### src/rtl/lsu_agu_pkg.sv
`timescale 1ns/1ps
// Package: shared types for the load/store address unit.
// Assumes the caller passes function bits in the order the decode expects.
package lsu_agu_pkg;

    localparam logic [1:0] MEM_OP = 2'b01;

    localparam int F_REGOFF = 5;
    localparam int F_PRE    = 4;
    localparam int F_UP     = 3;
    localparam int F_WBACK  = 1;
    localparam int F_LOAD   = 0;

    typedef enum logic [1:0] {
        IDX_OFFSET = 2'd0,
        IDX_PRE    = 2'd1,
        IDX_POST   = 2'd2
    } idx_mode_e;

    typedef struct packed {
        logic      is_mem;
        logic      is_load;
        logic      use_reg;
        logic      add_dir;
        idx_mode_e mode;
    } lsu_ctrl_t;

endpackage

### src/rtl/lsu_agu_decode.sv
`timescale 1ns/1ps
// Module: lsu_agu_decode
// Turns opcode and function bits into a control struct.
// Assumes a word access; the byte-select bit is deliberately dropped.
module lsu_agu_decode
    import lsu_agu_pkg::*;
(
    input  logic       vld_i,
    input  logic [1:0] op_i,
    input  logic [5:0] funct_i,
    output lsu_ctrl_t  ctrl_o
);

    logic byte_sel_unused;
    assign byte_sel_unused = funct_i[2];

    // Decode the instruction fields into mode and direction controls.
    always_comb begin
        ctrl_o.is_mem  = vld_i && (op_i == MEM_OP);
        ctrl_o.is_load = funct_i[F_LOAD];
        ctrl_o.use_reg = funct_i[F_REGOFF];
        ctrl_o.add_dir = funct_i[F_UP];
        if (!funct_i[F_PRE])
            ctrl_o.mode = IDX_POST;
        else if (funct_i[F_WBACK])
            ctrl_o.mode = IDX_PRE;
        else
            ctrl_o.mode = IDX_OFFSET;
    end

endmodule

### src/rtl/lsu_agu_offset.sv
`timescale 1ns/1ps
// Module: lsu_agu_offset
// Selects between a zero-extended immediate and a register offset.
// Assumes IMM_W is no wider than needed; it truncates when IMM_W >= DATA_W.
module lsu_agu_offset #(
    parameter int DATA_W = 32,
    parameter int IMM_W  = 12
) (
    input  logic              use_reg_i,
    input  logic [IMM_W-1:0]  imm_i,
    input  logic [DATA_W-1:0] roff_i,
    output logic [DATA_W-1:0] off_o
);

    logic [DATA_W-1:0] imm_ext;

    generate
        if (DATA_W > IMM_W) begin : g_zext
            localparam int PAD_W = DATA_W - IMM_W;
            assign imm_ext = {{PAD_W{1'b0}}, imm_i};
        end else begin : g_trunc
            assign imm_ext = imm_i[DATA_W-1:0];
        end
    endgenerate

    // Choose the offset source.
    always_comb begin
        off_o = use_reg_i ? roff_i : imm_ext;
    end

endmodule

### src/rtl/lsu_agu_arith.sv
`timescale 1ns/1ps
// Module: lsu_agu_arith
// One adder computing base plus or minus offset, wrapping modulo 2^DATA_W.
// Subtraction uses inverted offset with carry-in, so no second adder is needed.
module lsu_agu_arith #(
    parameter int DATA_W = 32
) (
    input  logic [DATA_W-1:0] base_i,
    input  logic [DATA_W-1:0] off_i,
    input  logic              add_dir_i,
    output logic [DATA_W-1:0] sum_o
);

    logic [DATA_W-1:0] opnd;
    logic [DATA_W-1:0] cin;

    // Form the conditioned operand and carry-in, then add.
    always_comb begin
        opnd  = add_dir_i ? off_i : ~off_i;
        cin   = {{(DATA_W-1){1'b0}}, ~add_dir_i};
        sum_o = base_i + opnd + cin;
    end

endmodule

### src/rtl/lsu_agu.sv
`timescale 1ns/1ps
// Module: lsu_agu (top)
// Produces the address, the base writeback value and the access enables,
// registered one cycle after the instruction. Alignment is not checked.
module lsu_agu
    import lsu_agu_pkg::*;
#(
    parameter int DATA_W = 32,
    parameter int IMM_W  = 12
) (
    input  logic              clk,
    input  logic              rst_n,
    input  logic              vld_i,
    input  logic [1:0]        op_i,
    input  logic [5:0]        funct_i,
    input  logic [DATA_W-1:0] base_i,
    input  logic [IMM_W-1:0]  imm_i,
    input  logic [DATA_W-1:0] roff_i,
    output logic [DATA_W-1:0] addr_o,
    output logic [DATA_W-1:0] wb_val_o,
    output logic              wb_en_o,
    output logic              mem_we_o,
    output logic              ld_en_o
);

    lsu_ctrl_t         ctrl;
    logic [DATA_W-1:0] off;
    logic [DATA_W-1:0] sum;
    logic [DATA_W-1:0] addr_nxt;
    logic              wb_en_nxt;
    logic              we_nxt;
    logic              ld_nxt;

    lsu_agu_decode u_dec (
        .vld_i   (vld_i),
        .op_i    (op_i),
        .funct_i (funct_i),
        .ctrl_o  (ctrl)
    );

    lsu_agu_offset #(.DATA_W(DATA_W), .IMM_W(IMM_W)) u_off (
        .use_reg_i (ctrl.use_reg),
        .imm_i     (imm_i),
        .roff_i    (roff_i),
        .off_o     (off)
    );

    lsu_agu_arith #(.DATA_W(DATA_W)) u_arith (
        .base_i    (base_i),
        .off_i     (off),
        .add_dir_i (ctrl.add_dir),
        .sum_o     (sum)
    );

    // Pick the address source and the enables from the decoded mode.
    always_comb begin
        addr_nxt  = (ctrl.mode == IDX_POST) ? base_i : sum;
        wb_en_nxt = ctrl.is_mem && (ctrl.mode != IDX_OFFSET);
        we_nxt    = ctrl.is_mem && !ctrl.is_load;
        ld_nxt    = ctrl.is_mem && ctrl.is_load;
    end

    // Register all outputs with synchronous active-low reset.
    always_ff @(posedge clk) begin
        if (!rst_n) begin
            addr_o   <= '0;
            wb_val_o <= '0;
            wb_en_o  <= 1'b0;
            mem_we_o <= 1'b0;
            ld_en_o  <= 1'b0;
        end else begin
            addr_o   <= addr_nxt;
            wb_val_o <= sum;
            wb_en_o  <= wb_en_nxt;
            mem_we_o <= we_nxt;
            ld_en_o  <= ld_nxt;
        end
    end

endmodule

### config.mk
export PLATFORM = sky130hd
export DESIGN_NAME = lsu_agu
export DESIGN_NICKNAME = d
export VERILOG_FILES = /design/src/rtl/lsu_agu_pkg.sv /design/src/rtl/lsu_agu_decode.sv /design/src/rtl/lsu_agu_offset.sv /design/src/rtl/lsu_agu_arith.sv /design/src/rtl/lsu_agu.sv
export SDC_FILE = /design/constraint.sdc
export NUM_CORES = 1
export LEC_CHECK = 0
export BUFFER_PORTS_ARGS = -buffer_cell sky130_fd_sc_hd__buf_2
export CORE_MARGIN = 2
export CORE_UTILIZATION = 45
export CTS_BUF_LIST = sky130_fd_sc_hd__clkbuf_2
export DETAILED_ROUTE_END_ITERATION = 16
export PLACE_DENSITY = 0.75
export RECOVER_POWER = 25
export SKIP_CTS_REPAIR_TIMING = 1
export SYNTH_ARGS = -nofsm -noshare
export SYNTH_HDL_FRONTEND = slang
export SYNTH_HIERARCHICAL = 1
export SYNTH_SLANG_ARGS = --single-unit
export TNS_END_PERCENT = 10
### constraint.sdc
create_clock -name clk -period 3.25 [get_ports clk]
set_input_delay 0.325 -clock clk [delete_from_list [all_inputs] [get_ports clk]]
set_output_delay 0.325 -clock clk [all_outputs]
set_load 0.1 [all_outputs]
==> summary.txt <==
Die
  • Core Rows: 37
  • Die area: 11,500 um^2
  • Core area: approximately 10,000 um^2
  • IO Pins: 154
  • Die H: 107 um
  • Die width: ~110 um
  • Initial Util: between 40 and 50%

Layout
  • Finished Layout Cells: between 800 and 900
  • Post-Route Utilization: around three fifths
  • Fill cells: 955
  • Commonest non-fill, non-tap cell in the layout: buf_2
  • Ant diodes: 0
  • Leading cell types in the layout, fill and taps excluded: buf_2 (127), nand2_1 (91), dfxtp_1 (67), inv_1 (47), xnor2_1 (47)
  • Area Growth Syn to Fin: 27.2%
  • Nets: about 900
  • Design area: 6080 um^2
  • Share of layout cells above drive strength 1: 28.2%

Routing
  • Drt total wl: 12,000 um
  • Via count: 4,439
  • Avg WL per Cell: between 10 and 15 um
  • Final ANT Viol Nets: 0
  • Iteration-0 DRC Markers: roughly 220
  • Vias per cell: a little under 5
  • Drc violations: 0
  • 1st-pass router iterations: 4

Worst setup path
  • CP Capture Type: register
  • CP startpoint kind: primary input
  • CP max FO: 18
  • Critical path class: primary input to register
  • Worst Path Required: around 3.7 ns
  • Critical Path AT: 3.45 ns

Yosys
  • Ys async rst share: 0%
  • Main area contributors after synthesis: dfxtp_1 (28%), ha_1 (8.6%), xnor2_1 (8.6%)
  • Synth Area per Inst: approximately 8.5 um^2
  • Largest area contributor in the netlist: dfxtp_1
  • Syn_nets: 685
  • Distinct cell type count after synthesis: 61
  • Syn. warnings: 6
  • Post-synth EDFFs: 0
  • Cells after synthesis: 564
  • Most used DFF post-synth: dfxtp_1
  • Synthesized area: 4780 um^2
  • Seq cells post-synth: 67
  • Sequential element share of the synthesized area: ~28%
  • Area share of the largest cell type after synthesis: 28.1%

STA
  • Worst hold slack: 0.00767 ns
  • Period minus WS final: 2.99 ns
  • Tcrit/Tclk final: 91.9%
  • Worst-margin pin slew: 1.18 ns
  • Highest Clock Rate: 335 MHz
  • Max-slew violation count: 0
  • Unrepaired setup endpoints after global routing: false
  • Fin. Hold Viols: 0
  • Max-Slew Margin vs Limit: 21.6%
  • # setup viols final: 0

Clock network
  • CTS sink cnt: 67
  • CTS Buf Count: 9
  • Root buf cell: clkbuf_2
  • Clock Pin Slew Worst Setup and Hold Paths: 0.21 ns
  • CTS tree: done
  • CTS H-tree depth: 3
  • Clock buffer depth: 2

Hold path
  • Hold EP: addr_o[6]$_SDFF_PN0_
  • Worst Hold Launch: base_i[6]
  • Hold WC Path Type: primary input to register
  • Hold path depth: 3

Pwr
  • Cell Pwr Density: 651 nW/um^2
  • Total Power: 0.00396 W
  • VDD IR max: between 0.3 and 0.4 mV
  • Lkg Pwr: 3.18 nW

GRT
  • Vias in the first global route: 4,349
  • First-pass GRT wire length: 19,400 um
  • Largest net degree at the start of global routing: 67
  • Antenna violations before repair: 0
  • Overflow after GRT: 0
  • GR Util All Layers: 20.9%

Place
  • Port bufs: approximately 150
  • Placed instance area: 5860 um^2
  • GP Congestion: 0.903
  • Detailed placement HPWL: 9230 um
  • Dpl cells: 870

Run status
  • Run status: finished clean

Flow run
  • Max_cap viols: 0
-- per-stage QoR --
step	TNS, ns	setup slack, ns
after global routing	0	0.0000298
final	0	0.264
after detailed placement	-3.04	-0.266
after floorplan	0	0.00142
after global placement	-1.59	-0.225
after CTS	0	0.290
-- sequential cells by signal (all words and copies together) (netlist names) --
name	count
wb_val_o	32
addr_o	32
mem_we_o	1
wb_en_o	1
ld_en_o	1
-- where the power goes --
group          internal, W  total, W  switching [W]
combinational     0.000598   0.00232        0.00172
sequential        0.000971   0.00101      0.0000360
clock             0.000323  0.000631       0.000308
-- per-layer routing --
layer	share of wire, %	GRT usage [%]
met1	43	25.2
met2	49	36.3
met3	5.5	4.74
met4	1.8	6.96
met5	0	0
-- layout make-up --
cell class | count | area, um^2 | area share, %
inverters | 47 | 176 | 2.90
clock buffers | 9 | 45.0 | 0.741
multi-input cells | 423 | 3060 | 50.4
flip-flops and latches | 67 | 1340 | 22.1
well taps | 136 | 170 | 2.80
repair buffers | 207 | 1180 | 19.4
clock inverters | 7 | 106 | 1.75
-- critical path: stages --
cell and delay (ns):
buf_2 0.12, buf_4 0.28, mux2_4 0.34, xnor2_1 0.13
ha_1 0.38, nand4_1 0.18, nor2_1 0.27, a211oi_4 0.11
a211oi_4 0.32, a32oi_2 0.19, mux2i_1 0.17, a2111oi_2 0.33
nand2_1 0.11, mux2i_1 0.17
-- worst max-delay path by stage --
stage / to / from
2_1_floorplan: addr_o[24]$_SDFF_PN0_ / funct_i[5]
3_3_place_gp: addr_o[26]$_SDFF_PN0_ / funct_i[5]
3_5_place_dp: addr_o[26]$_SDFF_PN0_ / funct_i[5]
4_1_cts: addr_o[26]$_SDFF_PN0_ / funct_i[5]
5_1_grt: addr_o[26]$_SDFF_PN0_ / funct_i[5]
6_report: addr_o[31]$_SDFF_PN0_ / funct_i[5]
-- cell families (layout without fill, tap and decap cells) --
kind of cell    after synthesis  in the layout  synth area share (%)
buf+inv                      74            270                  7.91
simple gates                176            176                  17.4
flops                        67             67                  28.1
fa+ha+maj                    34             34                  9.06
compound gates              107            107                  15.7
xor+xnor                     58             58                  10.6
mux                          48             48                  11.2
-- synthesized netlist by cell type, types with 6 or more instances --
cell type and n:
a21oi_1 37, dfxtp_1 67, nand3_1 8, a21o_1 16, mux2_4 10, nor2_1 22
ha_1 33, mux2i_1 35, nor3_1 7, buf_2 10, buf_4 6, and3_1 8
xnor2_1 47, o21ai_0 18, nand2_1 91, xor2_1 11, and2_1 23, inv_1 47
(Power assumes the default switching activity.)
